`config.mk`:
```
export PLATFORM = sky130hd
export DESIGN_NAME = pad_ctl_bank
export DESIGN_NICKNAME = d
export VERILOG_FILES = /design/src/rtl/pad_ctl_pkg.sv /design/src/rtl/pad_sync.sv /design/src/rtl/pad_bus_dec.sv /design/src/rtl/pad_pin_ctl.sv /design/src/rtl/pad_ctl_bank.sv
export SDC_FILE = /design/constraint.sdc
export NUM_CORES = 1
export LEC_CHECK = 0
export BUFFER_PORTS_ARGS = -buffer_cell sky130_fd_sc_hd__buf_2
export CORE_MARGIN = 4
export CORE_UTILIZATION = 36
export DETAILED_ROUTE_END_ITERATION = 7
export HOLD_SLACK_MARGIN = 0.06
export PLACE_DENSITY = 0.52
export SETUP_SLACK_MARGIN = 0.2
export SYNTH_ARGS = -nofsm -noshare
export SYNTH_HDL_FRONTEND = slang
export SYNTH_SLANG_ARGS = --single-unit
```
`constraint.sdc`:
```
create_clock -name clk -period 8.9 [get_ports clk]
set_clock_uncertainty 0.15 [all_clocks]
set_input_delay 1.78 -clock clk [delete_from_list [all_inputs] [get_ports clk]]
set_output_delay 1.78 -clock clk [all_outputs]
set_load 0.02 [all_outputs]
```
`src/rtl/pad_ctl_pkg.sv`:
```
package pad_ctl_pkg;

    localparam int BYTE_W = 8;
    localparam int CFG_W  = 6;

    // Bit layout of the output-control byte, bit 5 down to bit 0
    typedef struct packed {
        logic       dir;       // 1 = output
        logic       push_pull; // 1 = push-pull, 0 = open-drain
        logic       pull_on;
        logic [1:0] pull_code;
        logic       value;
    } out_cfg_t;

    typedef struct packed {
        out_cfg_t   cfg;
        logic [1:0] edge_code;
    } pin_state_t;

endpackage

```
`src/rtl/pad_sync.sv`:
```
module pad_sync #(
    parameter int W      = 13,
    parameter int STAGES = 2
) (
    input  logic         clk,
    input  logic         rst_n,
    input  logic [W-1:0] d_in,
    output logic [W-1:0] d_out
);
    typedef struct packed {
        logic [STAGES-1:0][W-1:0] chain;
    } sync_t;

    sync_t s_d, s_q;

    always_comb begin
        s_d = s_q;
        s_d.chain[0] = d_in;
        for (int i = 1; i < STAGES; i++) begin
            s_d.chain[i] = s_q.chain[i-1];
        end
    end

    always_ff @(posedge clk) begin
        if (!rst_n) s_q <= '0;
        else        s_q <= s_d;
    end

    assign d_out = s_q.chain[STAGES-1];

    // checker: count the edges since reset so that $past never reaches into reset
    logic [1:0] age_q;
    always_ff @(posedge clk) begin
        if (!rst_n)               age_q <= '0;
        else if (age_q != 2'd3)   age_q <= age_q + 2'd1;
    end

    generate
        if (STAGES == 2) begin : g_lat_chk

            sync_lat_chk: assert property (@(posedge clk) disable iff (!rst_n)
                (age_q >= 2'd2) |-> (d_out == $past(d_in, 2)));
        end
    endgenerate
endmodule

```
`src/rtl/pad_bus_dec.sv`:
```
module pad_bus_dec #(
    parameter int          NUM_PINS = 13,
    parameter logic [15:0] OUT_BASE = 16'h4E44,
    parameter int          IDX_W    = 4
) (
    input  logic [15:0]      addr,
    output logic             out_hit,
    output logic             in_hit,
    output logic [IDX_W-1:0] idx
);
    localparam logic [15:0] IN_BASE = OUT_BASE + 16'(NUM_PINS);
    localparam logic [15:0] N16     = 16'(NUM_PINS);

    logic [15:0] out_off, in_off;

    always_comb begin
        out_off = addr - OUT_BASE;
        in_off  = addr - IN_BASE;
        out_hit = (addr >= OUT_BASE) && (out_off < N16);
        in_hit  = (addr >= IN_BASE)  && (in_off  < N16);
        idx     = in_hit ? in_off[IDX_W-1:0] : out_off[IDX_W-1:0];
    end
endmodule

```
`src/rtl/pad_pin_ctl.sv`:
```
module pad_pin_ctl
    import pad_ctl_pkg::*;
(
    input  logic       clk,
    input  logic       rst_n,
    input  logic       out_wr,
    input  logic       in_wr,
    input  logic [7:0] wdata,
    input  logic [7:0] wmask,
    input  logic       level,
    output logic [7:0] out_rd,
    output logic [7:0] in_rd,
    output logic       pad_out,
    output logic       pad_oe,
    output logic       pull_en,
    output logic [1:0] pull_sel,
    output logic [1:0] edge_mode
);
    pin_state_t st_d, st_q;

    always_comb begin
        st_d = st_q;
        if (out_wr) begin
            st_d.cfg = out_cfg_t'((st_q.cfg & ~wmask[CFG_W-1:0]) |
                                  (wdata[CFG_W-1:0] & wmask[CFG_W-1:0]));
        end
        if (in_wr) begin
            st_d.edge_code = (st_q.edge_code & ~wmask[2:1]) | (wdata[2:1] & wmask[2:1]);
        end
    end

    always_ff @(posedge clk) begin
        if (!rst_n) st_q <= '0;
        else        st_q <= st_d;
    end

    assign out_rd    = {2'b00, st_q.cfg};
    assign in_rd     = {5'b0, st_q.edge_code, level};
    assign pad_out   = st_q.cfg.value;
    assign pad_oe    = st_q.cfg.dir & (st_q.cfg.push_pull | ~st_q.cfg.value);
    assign pull_en   = st_q.cfg.pull_on;
    assign pull_sel  = st_q.cfg.pull_code;
    assign edge_mode = st_q.edge_code;


    mask_bit0_only_chk: assert property (@(posedge clk) disable iff (!rst_n)
        (out_wr && wmask == 8'h01) |=> $stable(out_rd[7:1]));


    od_drive_low_chk: assert property (@(posedge clk) disable iff (!rst_n)
        (pad_oe && !out_rd[4]) |-> !pad_out);


    in_wr_no_cfg_chk: assert property (@(posedge clk) disable iff (!rst_n)
        (in_wr && !out_wr) |=> $stable(out_rd));
endmodule

```
`src/rtl/pad_ctl_bank.sv`:
```
module pad_ctl_bank #(
    parameter int          NUM_PINS = 13,
    parameter logic [15:0] OUT_BASE = 16'h4E44,
    parameter int          SYNC_STAGES = 2
) (
    input  logic                  clk,
    input  logic                  rst_n,
    input  logic [15:0]           bus_addr,
    input  logic [7:0]            bus_wdata,
    input  logic [7:0]            bus_wmask,
    input  logic                  bus_we,
    input  logic                  bus_re,
    output logic [7:0]            bus_rdata,
    input  logic [NUM_PINS-1:0]   pad_in,
    output logic [NUM_PINS-1:0]   pad_out,
    output logic [NUM_PINS-1:0]   pad_oe,
    output logic [NUM_PINS-1:0]   pull_en,
    output logic [2*NUM_PINS-1:0] pull_sel,
    output logic [2*NUM_PINS-1:0] edge_mode
);
    localparam int IDX_W = (NUM_PINS > 1) ? $clog2(NUM_PINS) : 1;

    logic             out_hit, in_hit;
    logic [IDX_W-1:0] idx;
    logic [NUM_PINS-1:0] level;
    logic [7:0] out_rd [NUM_PINS];
    logic [7:0] in_rd  [NUM_PINS];

    pad_sync #(.W(NUM_PINS), .STAGES(SYNC_STAGES)) u_sync (
        .clk   (clk),
        .rst_n (rst_n),
        .d_in  (pad_in),
        .d_out (level)
    );

    pad_bus_dec #(.NUM_PINS(NUM_PINS), .OUT_BASE(OUT_BASE), .IDX_W(IDX_W)) u_dec (
        .addr    (bus_addr),
        .out_hit (out_hit),
        .in_hit  (in_hit),
        .idx     (idx)
    );

    generate
        for (genvar k = 0; k < NUM_PINS; k++) begin : g_pin
            logic wr_out, wr_in;
            assign wr_out = bus_we && out_hit && (idx == IDX_W'(k));
            assign wr_in  = bus_we && in_hit  && (idx == IDX_W'(k));

            pad_pin_ctl u_pin (
                .clk       (clk),
                .rst_n     (rst_n),
                .out_wr    (wr_out),
                .in_wr     (wr_in),
                .wdata     (bus_wdata),
                .wmask     (bus_wmask),
                .level     (level[k]),
                .out_rd    (out_rd[k]),
                .in_rd     (in_rd[k]),
                .pad_out   (pad_out[k]),
                .pad_oe    (pad_oe[k]),
                .pull_en   (pull_en[k]),
                .pull_sel  (pull_sel[2*k+1:2*k]),
                .edge_mode (edge_mode[2*k+1:2*k])
            );
        end
    endgenerate

    typedef struct packed {
        logic [7:0] rdata;
    } rd_state_t;

    rd_state_t r_d, r_q;

    always_comb begin
        r_d = '0;
        if (bus_re) begin
            for (int k = 0; k < NUM_PINS; k++) begin
                if (idx == IDX_W'(k)) begin
                    if (out_hit)     r_d.rdata = out_rd[k];
                    else if (in_hit) r_d.rdata = in_rd[k];
                end
            end
        end
    end

    always_ff @(posedge clk) begin
        if (!rst_n) r_q <= '0;
        else        r_q <= r_d;
    end

    assign bus_rdata = r_q.rdata;


    unmapped_rd_zero_chk: assert property (@(posedge clk) disable iff (!rst_n)
        (bus_re && !out_hit && !in_hit) |=> (bus_rdata == 8'h00));


    unmapped_wr_stable_chk: assert property (@(posedge clk) disable iff (!rst_n)
        (bus_we && !out_hit && !in_hit) |=>
            $stable({pad_out, pad_oe, pull_en, pull_sel, edge_mode}));


    idle_rdata_zero_chk: assert property (@(posedge clk) disable iff (!rst_n)
        !bus_re |=> (bus_rdata == 8'h00));


    single_hit_chk: assert property (@(posedge clk) disable iff (!rst_n)
        !(out_hit && in_hit));
endmodule

```
# After elaboration in Yosys (flattened, before gate mapping)
# Index checks and enable logic that the tools add are counted.
dict set report totals {
  register_bits 138
}
dict set report classes {
  eq_ne 12
  n_bitwise 95
  n_reduce_logical 32
  mux 49
  n_addsub 2
  order_cmp 4
}
# cell count
set op_table {}
lappend op_table {{8-bit 2-to-1 mux} 45}
lappend op_table {{6-bit bitwise AND} 14}
lappend op_table {{6-bit bitwise OR} 13}
lappend op_table {{16-bit by 15-bit >= comparator with 1-bit output, second input constant} 2}
lappend op_table {{16-bit by 4-bit less-than comparator with 1-bit output, second input constant} 2}
lappend op_table {{16-bit by 15-bit subtractor with 16-bit output, second input constant} 2}
lappend op_table {{1-bit logical AND} 30}
lappend op_table {{2-bit bitwise AND} 14}
lappend op_table {{2-bit bitwise OR} 13}
lappend op_table {{4-bit equality test, second input constant} 5}
lappend op_table {{4-bit by 3-bit equality test with 1-bit output, second input constant} 4}
lappend op_table {{1-bit bitwise AND} 13}
lappend op_table {{1-bit inverter} 13}
lappend op_table {{1-bit bitwise OR} 13}
lappend op_table {{6-bit 2-to-1 mux} 2}
lappend op_table {{4-bit by 2-bit equality test with 1-bit output, second input constant} 2}
lappend op_table {{6-bit inverter} 1}
lappend op_table {{4-bit by 1-bit equality test with 1-bit output, second input constant} 1}
lappend op_table {{4-bit logical NOT} 1}
lappend op_table {{4-bit 2-to-1 mux} 1}
lappend op_table {{3-bit 2-to-1 mux} 1}
lappend op_table {{2-bit inverter} 1}
lappend op_table {{2-bit AND reduction} 1}

# Logic depth before layout (Yosys ltp)
# Gate-level depths: netlist (run 1).
dict set report logic_depth {
  depth_word 51
  ltp_mapped 18
}

# Modules after synthesis
# Synthesis (run 1) repeated with hierarchy kept, for this count alone.
dict set report unflattened {
  cells_unflattened 1207
  hier_area_um2 9356.5
}
# mod cells_each area_per_inst_um2 instances seq_area_each_um2
set modules_own_cells {}
lappend modules_own_cells {pad_pin_ctl 56 454.2 13 160.2}
lappend modules_own_cells {pad_ctl_bank 297 1853.0 1 160.2}
lappend modules_own_cells {pad_bus_dec 128 868.3 1 0.0}
lappend modules_own_cells {pad_sync 54 730.7 1 520.5}

# Worst setup path before layout (run 1)
# OpenSTA, ideal clock, no wires.
dict set report synth_timing {
  kind {input-to-reg}
  startpoint {in bus_addr[1]}
  endpoint {reg r_q (netlist bit bus_rdata[1])}
  setup_ns 0.115
  arrival_ns 4.846
  setup_slack_ns 3.789
  t_required_ns 8.635
  path_stages 16
  path_cell_list {clkbuf_1 > inv_1 > ha_1 > buf_4 > nor2b_1 > o221a_2 > a21oi_1 > a211oi_1 > and4_1 > buf_6 > mux2_2 > a22o_1 > a221oi_2 > nand3_1 > a221o_1 > and2_1}
}
dict set report synth_via {
  elab_chain_len 51
}
# item line
set synth_lines {}
lappend synth_lines {{start: declaration} pad_ctl_bank.sv:8} ;# input logic [15:0] bus_addr,
lappend synth_lines {{16-bit by 15-bit subtractor with 16-bit output} pad_bus_dec.sv:18} ;# in_off = addr - IN_BASE;
lappend synth_lines {{16-bit by 4-bit less-than comparator with 1-bit output} pad_bus_dec.sv:20} ;# in_hit = (addr >= IN_BASE) && (in_off < N16);
lappend synth_lines {{1-bit logical AND} pad_bus_dec.sv:20}
lappend synth_lines {{4-bit 2-to-1 mux / 3-bit 2-to-1 mux (equally long branches)} {pad_bus_dec.sv:21, pad_ctl_bank.sv:80}}
lappend synth_lines {{4-bit logical NOT / 6-bit 2-to-1 mux (equally long branches)} {pad_ctl_bank.sv:78, pad_ctl_bank.sv:79}}
lappend synth_lines {{6-bit 2-to-1 mux} pad_ctl_bank.sv:78} ;# if (idx == IDX_W'(k)) begin
lappend synth_lines {{8-bit 2-to-1 mux} pad_ctl_bank.sv:76} ;# if (bus_re) begin
lappend synth_lines {{8-bit 2-to-1 mux} pad_ctl_bank.sv:80} ;# else if (in_hit) r_d.rdata = in_rd[k];
lappend synth_lines {{(+35 left out)} n/a}
lappend synth_lines {{8-bit 2-to-1 mux} pad_ctl_bank.sv:79} ;# if (out_hit) r_d.rdata = out_rd[k];
lappend synth_lines {{8-bit 2-to-1 mux} pad_ctl_bank.sv:78}
lappend synth_lines {{8-bit 2-to-1 mux} pad_ctl_bank.sv:80}
lappend synth_lines {{8-bit 2-to-1 mux} pad_ctl_bank.sv:79}
lappend synth_lines {{8-bit 2-to-1 mux} pad_ctl_bank.sv:78}
lappend synth_lines {{8-bit 2-to-1 mux} pad_ctl_bank.sv:80}
lappend synth_lines {{8-bit 2-to-1 mux} pad_ctl_bank.sv:79}
lappend synth_lines {{8-bit 2-to-1 mux (*)} pad_ctl_bank.sv:78}
lappend synth_lines {{end signal: assignment} pad_ctl_bank.sv:88} ;# else r_q <= r_d;
lappend synth_lines {{end: declaration} pad_ctl_bank.sv:72} ;# rd_state_t r_d, r_q;
# Every way passes the cells marked *; elsewhere a longest branch is shown, timed or not. The select of a mux whose other input is x is not followed.
# A chain may end at the register's enable or synchronous reset.

==> results of run 1 <==
==> final timing paths <==
check | depth (start not counted) | end | startpoint | slack, ps
worst min-delay path | 1 | u_sync.d_out[9] | u_sync.s_d[22] | 280
worst min register to register | 1 | u_sync.d_out[9] | u_sync.s_d[22] | 280
worst max-delay path | 13 | register | bus_addr[0] | 3000
worst max register to register | 5 | bus_rdata[0] | register | 7130
==> metal layers <==
layer  wire length [um]  share of wire (%)  global-route usage [%]
met1              11000                 43                    27.2
met2              12100                 47                    33.2
met3               2020                7.9                    4.69
met4                572                2.2                    7.00
met5                  0                  0                       0
==> Yosys cell counts, types with 19 or more instances <==
| library cell | instances |
|---|---|
| and2_1 | 28 |
| nor2b_1 | 85 |
| mux2i_1 | 77 |
| nor2_1 | 28 |
| a21boi_0 | 43 |
| nand3_1 | 46 |
| nand2_1 | 144 |
| a21oi_1 | 19 |
| buf_4 | 70 |
| dfxtp_1 | 136 |
| inv_1 | 27 |
| a22oi_1 | 23 |
| clkbuf_1 | 52 |
==> metrics by stage <==
step / instance area [um^2] / total power [uW] / setup WS, ps / cells / hold WS [ps]
3_5_place_dp: 8120 / 734 / 2670 / 1241 / 270
4_1_cts: 8750 / 1520 / 3090 / 1272 / 286
3_3_place_gp: 8120 / 735 / 2660 / 1241 / 268
5_1_grt: 8750 / 1550 / 2850 / 1272 / 296
6_report: 8750 / 1500 / 3000 / 1272 / 281
2_1_floorplan: 7870 / 701 / 3790 / 963 / 262
==> cells in the final DEF, fill, tap and decap left out, types with 3 or more instances in the layout <==
master / n
ha_1: 5
o211ai_1: 4
a22o_1: 17
o21ai_0: 12
nor3b_1: 4
nor2b_1: 85
clkinv_4: 3
a222oi_1: 9
a31oi_1: 8
a22oi_1: 23
nor4_1: 6
a21oi_1: 19
nor3_1: 10
and3_1: 16
buf_4: 8
nor2_1: 28
dfxtp_1: 136
mux2_2: 3
buf_2: 141
bufinv_16: 4
o21ai_2: 4
inv_6: 3
nand2_1: 144
nand3_1: 46
xnor2_1: 8
clkbuf_16: 17
and2_1: 28
inv_8: 3
nand2b_1: 3
a21boi_0: 43
inv_1: 27
mux2i_1: 76
nand4_1: 13
==> kinds of logic (layout without fill, tap and decap cells) <==
family / count (synthesis) / after routing
AND/OR/NAND/NOR: 393 / 393
buffers and inverters: 173 / 207
AO/OA/AOI/OAI: 163 / 163
other: 1 / 2
adder cells (fa/ha/maj): 5 / 5
multiplexers: 81 / 81
XOR/XNOR: 10 / 10
flip-flops: 136 / 136
==> power by group through the flow <==
stage | Sequential, uW | Combinational (uW) | Clock [uW]
after global placement | 629 | 106 | 0
after CTS | 615 | 106 | 794
final | 615 | 106 | 780
after global routing | 616 | 116 | 820
after floorplan | 628 | 72.2 | 0
after detailed placement | 629 | 105 | 0
==> worst max-delay path: stages <==
cell	delay, ps
buf_2	280
inv_1	120
ha_1	360
nor2b_1	270
o221a_2	310
a21oi_1	70
a211oi_1	240
and4_1	750
mux2i_2	930
and3_1	570
nand2_1	140
mux2i_1	170
nor2b_1	60
==> cell type report <==
class,instances,area (um^2)
fill,2225,12500
clock buffer,17,425
multi-input combinational,654,4180
timing repair buffer,149,766
tap,275,344
sequential,136,2720
inverter,27,101
clock inverter,14,214
==> results.py, run 1 <==
metrics = {
    "outcome": {
        "outcome": "finished clean",
    },
    "cts": {
        "postCtsSetupRepairBufs": 0,
        "cts_sinks": 136,
        "cts_buffers": 17,
        "htree_levels": 4,
        "clockRootBuffer": "clkbuf_16",
        "ctsResizeCount": 0,
        "postCtsHoldBufs": 0,
        "cts_buffer_depth": 2,
        "clock_latency_ps": 430,
        "cts_tree": "done",
        "clk_pin_slew_ps": 60,
    },
    "yosys": {
        "synth_compound_gate_area_share_pct": 15.4,
        "synth_top_family_by_area": "simple AND/OR/NAND/NOR gates",
        "async_reset_ff_share_pct": 0,
        "yosysSeqAreaShare_pct": 34.6,
        "netlist_area_um2": 7870,
        "syn_avg_cell_area_um2": 8.18,
        "yosys-top-cells-area": "dfxtp_1 35%, mux2i_1 9.8%, nand2_1 6.9%, nor2b_1 6.8%, buf_4 6.7%",
        "ys_ff_latch": 136,
        "netlist_instances": 962,
        "synth-edff-count": 0,
        "synth_cell_types": 62,
        "synth_fa_ha_area_share_pct": 0.795,
        "synth-simple-area-share_pct": 25.2,
        "synthMuxAreaShare_pct": 10.4,
        "synth_ff_type": "dfxtp_1",
        "synthXorXnorAreaFrac_pct": 1.11,
        "yosys.area.top_type_share_pct": 34.6,
        "ys_warn_count": 0,
        "yosysTopAreaCell": "dfxtp_1",
    },
    "route": {
        "drt_pass1_iterations": 5,
        "post_drt_wl_per_cell_um": 20.2,
        "drtIter0Drc": 541,
        "ant_nets": 0,
        "vias": 6866,
        "drt-total-wl_um": 25700,
        "post-route-drc-count": 0,
        "viasPerCell": 5.40,
    },
    "grt": {
        "grt.overflow.total": 0,
        "grt_pass1_wl_um": 38200,
        "antenna_found_initial": 1,
        "grt_pass1_vias": 6378,
        "grt_max_degree": 115,
        "grt_usage_pct": 20.6,
    },
    "run": {
        "drv_cap": 0,
    },
    "power_and_ir_drop": {
        "switching_share_pct": 25.0,
        "power.internal_uw": 1130,
        "ir_drop_v": 0.000116,
        "clock_power_share_pct": 51.9,
        "switchingPower_uw": 376,
        "p_per_area_nw_per_um2": 172,
        "combPwrFrac_pct": 7.1,
        "p_leak_uw": 0.00382,
        "power_frac_seq_pct": 41.0,
    },
    "final_layout": {
        "final_util_pct": 41.1,
        "area_growth_pct": 11.3,
        "num_antenna_cells": 0,
        "drive_above_1_share_pct": 19.6,
        "fin_nets": 1039,
    },
    "sta": {
        "finalSetupTns_ps": 0,
        "fin_crit_ps": 5900,
        "hold_viol": 0,
        "fin_crit_sh_pct": 66.3,
        "rsz0062_at_grt": "false",
        "drv_slew": 0,
        "max_freq_mhz": 169,
        "max_slew.worst_pin.slew_ps": 1010,
        "setup_violations": 0,
        "slew-limit-headroom_pct": 31.2,
    },
    "place": {
        "port_buffers": 141,
        "dp_hpwl_um": 17800,
        "gp_congestion": 0.850,
    },
    "critical_path": {
        "required_ps": 9070,
        "cp-end-kind": "register",
        "worst-path-max-fanout": 18,
        "critPathArrivalTime_ps": 6080,
        "critPathKind": "input pin to register",
        "crit_path_start_kind": "input pin",
    },
    "floorplan": {
        "io_pins": 148,
        "die_height_um": 156,
        "die_w_um": 156,
        "dieArea_um2": 24300,
        "rows": 53,
        "start_util_pct": 37.0,
        "core_area_um2": 21300,
    },
    "worst_hold_path": {
        "hold_path_class": "register to register",
    },
}
Power figures use the tool's default switching activity.
==> run 2: changes to the inputs <==
==> constraint.sdc (replaced) <==
create_clock -name clk -period 5.75 [get_ports clk]
set_clock_uncertainty 0.15 [all_clocks]
set_input_delay 1.15 -clock clk [delete_from_list [all_inputs] [get_ports clk]]
set_output_delay 1.15 -clock clk [all_outputs]
set_load 0.02 [all_outputs]
==> run 2 against run 1 <==
Against the previous run:
- critical path depth grew 1
- non-clock buffer count grew 17
- cell area grew 1.3%
- sequential power grew 55%
- flip-flop and latch count is the same
- sequential share of layout area shrank 0.39 points
- die area is the same
==> results.py, run 2 (synthesis gave the netlist of run 1 again) <==
metrics = {
    "outcome": {
        "outcome": "finished clean",
    },
    "floorplan": {
        "start_util_pct": 37.0,
        "core_area_um2": 21300,
        "dieArea_um2": 24300,
        "die_height_um": 156,
        "die_w_um": 156,
        "rows": 53,
        "io_pins": 148,
    },
    "run": {
        "drv_cap": 0,
    },
    "grt": {
        "grt_usage_pct": 20.5,
        "antenna_found_initial": 1,
        "grt_max_degree": 68,
        "grt_pass1_vias": 6446,
        "grt.overflow.total": 0,
        "grt_pass1_wl_um": 38200,
    },
    "sta": {
        "slew-limit-headroom_pct": 34.9,
        "fin_crit_sh_pct": 81.9,
        "drv_slew": 0,
        "hold_viol": 0,
        "max_slew.worst_pin.slew_ps": 977,
        "hold_ws_ps": 285,
        "max_freq_mhz": 212,
        "rsz0062_at_grt": "false",
        "finalSetupTns_ps": 0,
        "fin_crit_ps": 4710,
        "setup_violations": 0,
    },
    "critical_path": {
        "cp_slowest_stage_delay_ps": 730,
        "crit_path_start_kind": "input pin",
        "r2r_cells": 4,
        "cpLargestDelayFamily": "compound AO/OA/AOI/OAI gates",
        "cp_cell_sequence": "buf_2 -> inv_1 -> ha_1 -> nor2b_1 -> o221a_2 -> a21oi_1 -> a211oi_1 -> and4_1 -> mux2_2 -> a22o_1 -> a221oi_2 -> nand3_1 -> a221o_1 -> and2_1",
        "critPathArrivalTime_ps": 4880,
        "critPathKind": "input pin to register",
        "crit_buf_inv": 2,
        "crit_start": "bus_addr[3]",
        "required_ps": 5920,
        "worst-path-max-fanout": 16,
        "crit_slowest_cell": "and4_1",
        "cp-end-kind": "register",
        "rrSetupSlack_ps": 3990,
        "r2r-end": "bus_rdata[1]",
    },
    "worst_hold_path": {
        "worstHoldEndpoint": "u_sync.d_out[2]",
        "min_path_cells": 1,
        "hold_start": "u_sync.s_d[15]",
        "hold_path_class": "register to register",
    },
    "final_layout": {
        "fin_nets": 1056,
        "seqCellArea_um2": 2720,
        "num-fill-cells": 2156,
        "drive_above_1_share_pct": 20.9,
        "final_common_cell": "nand2_1",
        "multi_input_area_um2": 4180,
        "final_cell_mix": "144 x nand2_1, 141 x buf_2, 136 x dfxtp_1, 85 x nor2b_1, 77 x mux2i_1",
        "area_growth_pct": 12.7,
        "num_antenna_cells": 0,
    },
    "place": {
        "dp_hpwl_um": 18200,
        "port_buffers": 141,
        "gp_congestion": 0.844,
    },
    "power_and_ir_drop": {
        "ir_drop_v": 0.000173,
        "p_leak_uw": 0.00390,
        "p_per_area_nw_per_um2": 255,
    },
    "cts": {
        "cts_buffers": 17,
        "clk_pin_slew_ps": 70,
        "cts_tree": "done",
        "ctsResizeCount": 0,
        "htree_levels": 4,
        "cts_sinks": 136,
        "clock_latency_ps": 430,
        "postCtsSetupRepairBufs": 0,
        "clockRootBuffer": "clkbuf_16",
        "postCtsHoldBufs": 0,
        "cts_buffer_depth": 2,
    },
    "route": {
        "post_drt_wl_per_cell_um": 19.7,
        "vias": 6793,
        "viasPerCell": 5.27,
        "post-route-drc-count": 0,
        "drt-total-wl_um": 25400,
        "ant_nets": 0,
        "drt_pass1_iterations": 6,
        "drtIter0Drc": 657,
    },
}
[run 2: cell types whose count changed in the layout (fill, tap and decap cells not counted), sizes merged]
cell      before  now
buf          149  166
bufinv         4    1
clkinv         3    5
clkinvlp       1    0
inv           33   36
[run 2: power by group]
group | total (uW) | internal [uW] | switching (uW)
sequential | 952 | 950 | 1.86
clock | 1140 | 633 | 510
combinational | 167 | 56.5 | 111
total | 2260 | 1640 | 622
[run 2: area by class of cell]
class | instances | share of cell area, %
clock inverters | 15 | 2.26
multi-input cells | 654 | 47.1
flip-flops and latches | 136 | 30.7
clock buffers | 17 | 4.80
repair buffers | 166 | 10.1
well taps | 275 | 3.88
inverters | 27 | 1.14
[run 2: how the worst max path moves through the flow]
stage	cells past startpoint	end
global placement	14	bus_rdata[1]
detailed placement	14	bus_rdata[1]
finish	14	bus_rdata[1]
global route	14	bus_rdata[1]
CTS	14	bus_rdata[1]
floorplan	16	bus_rdata[1]
[run 2: metal layers]
metal | vias up | global-route usage (%) | share of wire [%]
met5 | - | 0 | 0
met4 | 0 | 5.84 | 1.4
li1 | 3319 | - | -
met2 | 248 | 33.7 | 47
met1 | 3200 | 27.5 | 43
met3 | 26 | 3.97 | 7.8
[run 2: per-stage QoR]
step	utilization, %	total power (uW)	std cells	setup slack (ps)	cell area (um^2)
after CTS	41.6	2280	1290	1050	8860
after floorplan	-	1080	963	1270	7870
final	41.6	2260	1290	1040	8860
after global placement	38.7	1140	1258	671	8240
after detailed placement	38.7	1140	1258	622	8240
after global routing	41.6	2340	1290	780	8860
[run 2: worst reg2reg max path, delay by kind of cell (launching register included)]
family | cells | cell delay (ps)
AO/OA/AOI/OAI | 2 | 890
flip-flops | 1 | 320
AND/OR/NAND/NOR | 2 | 290
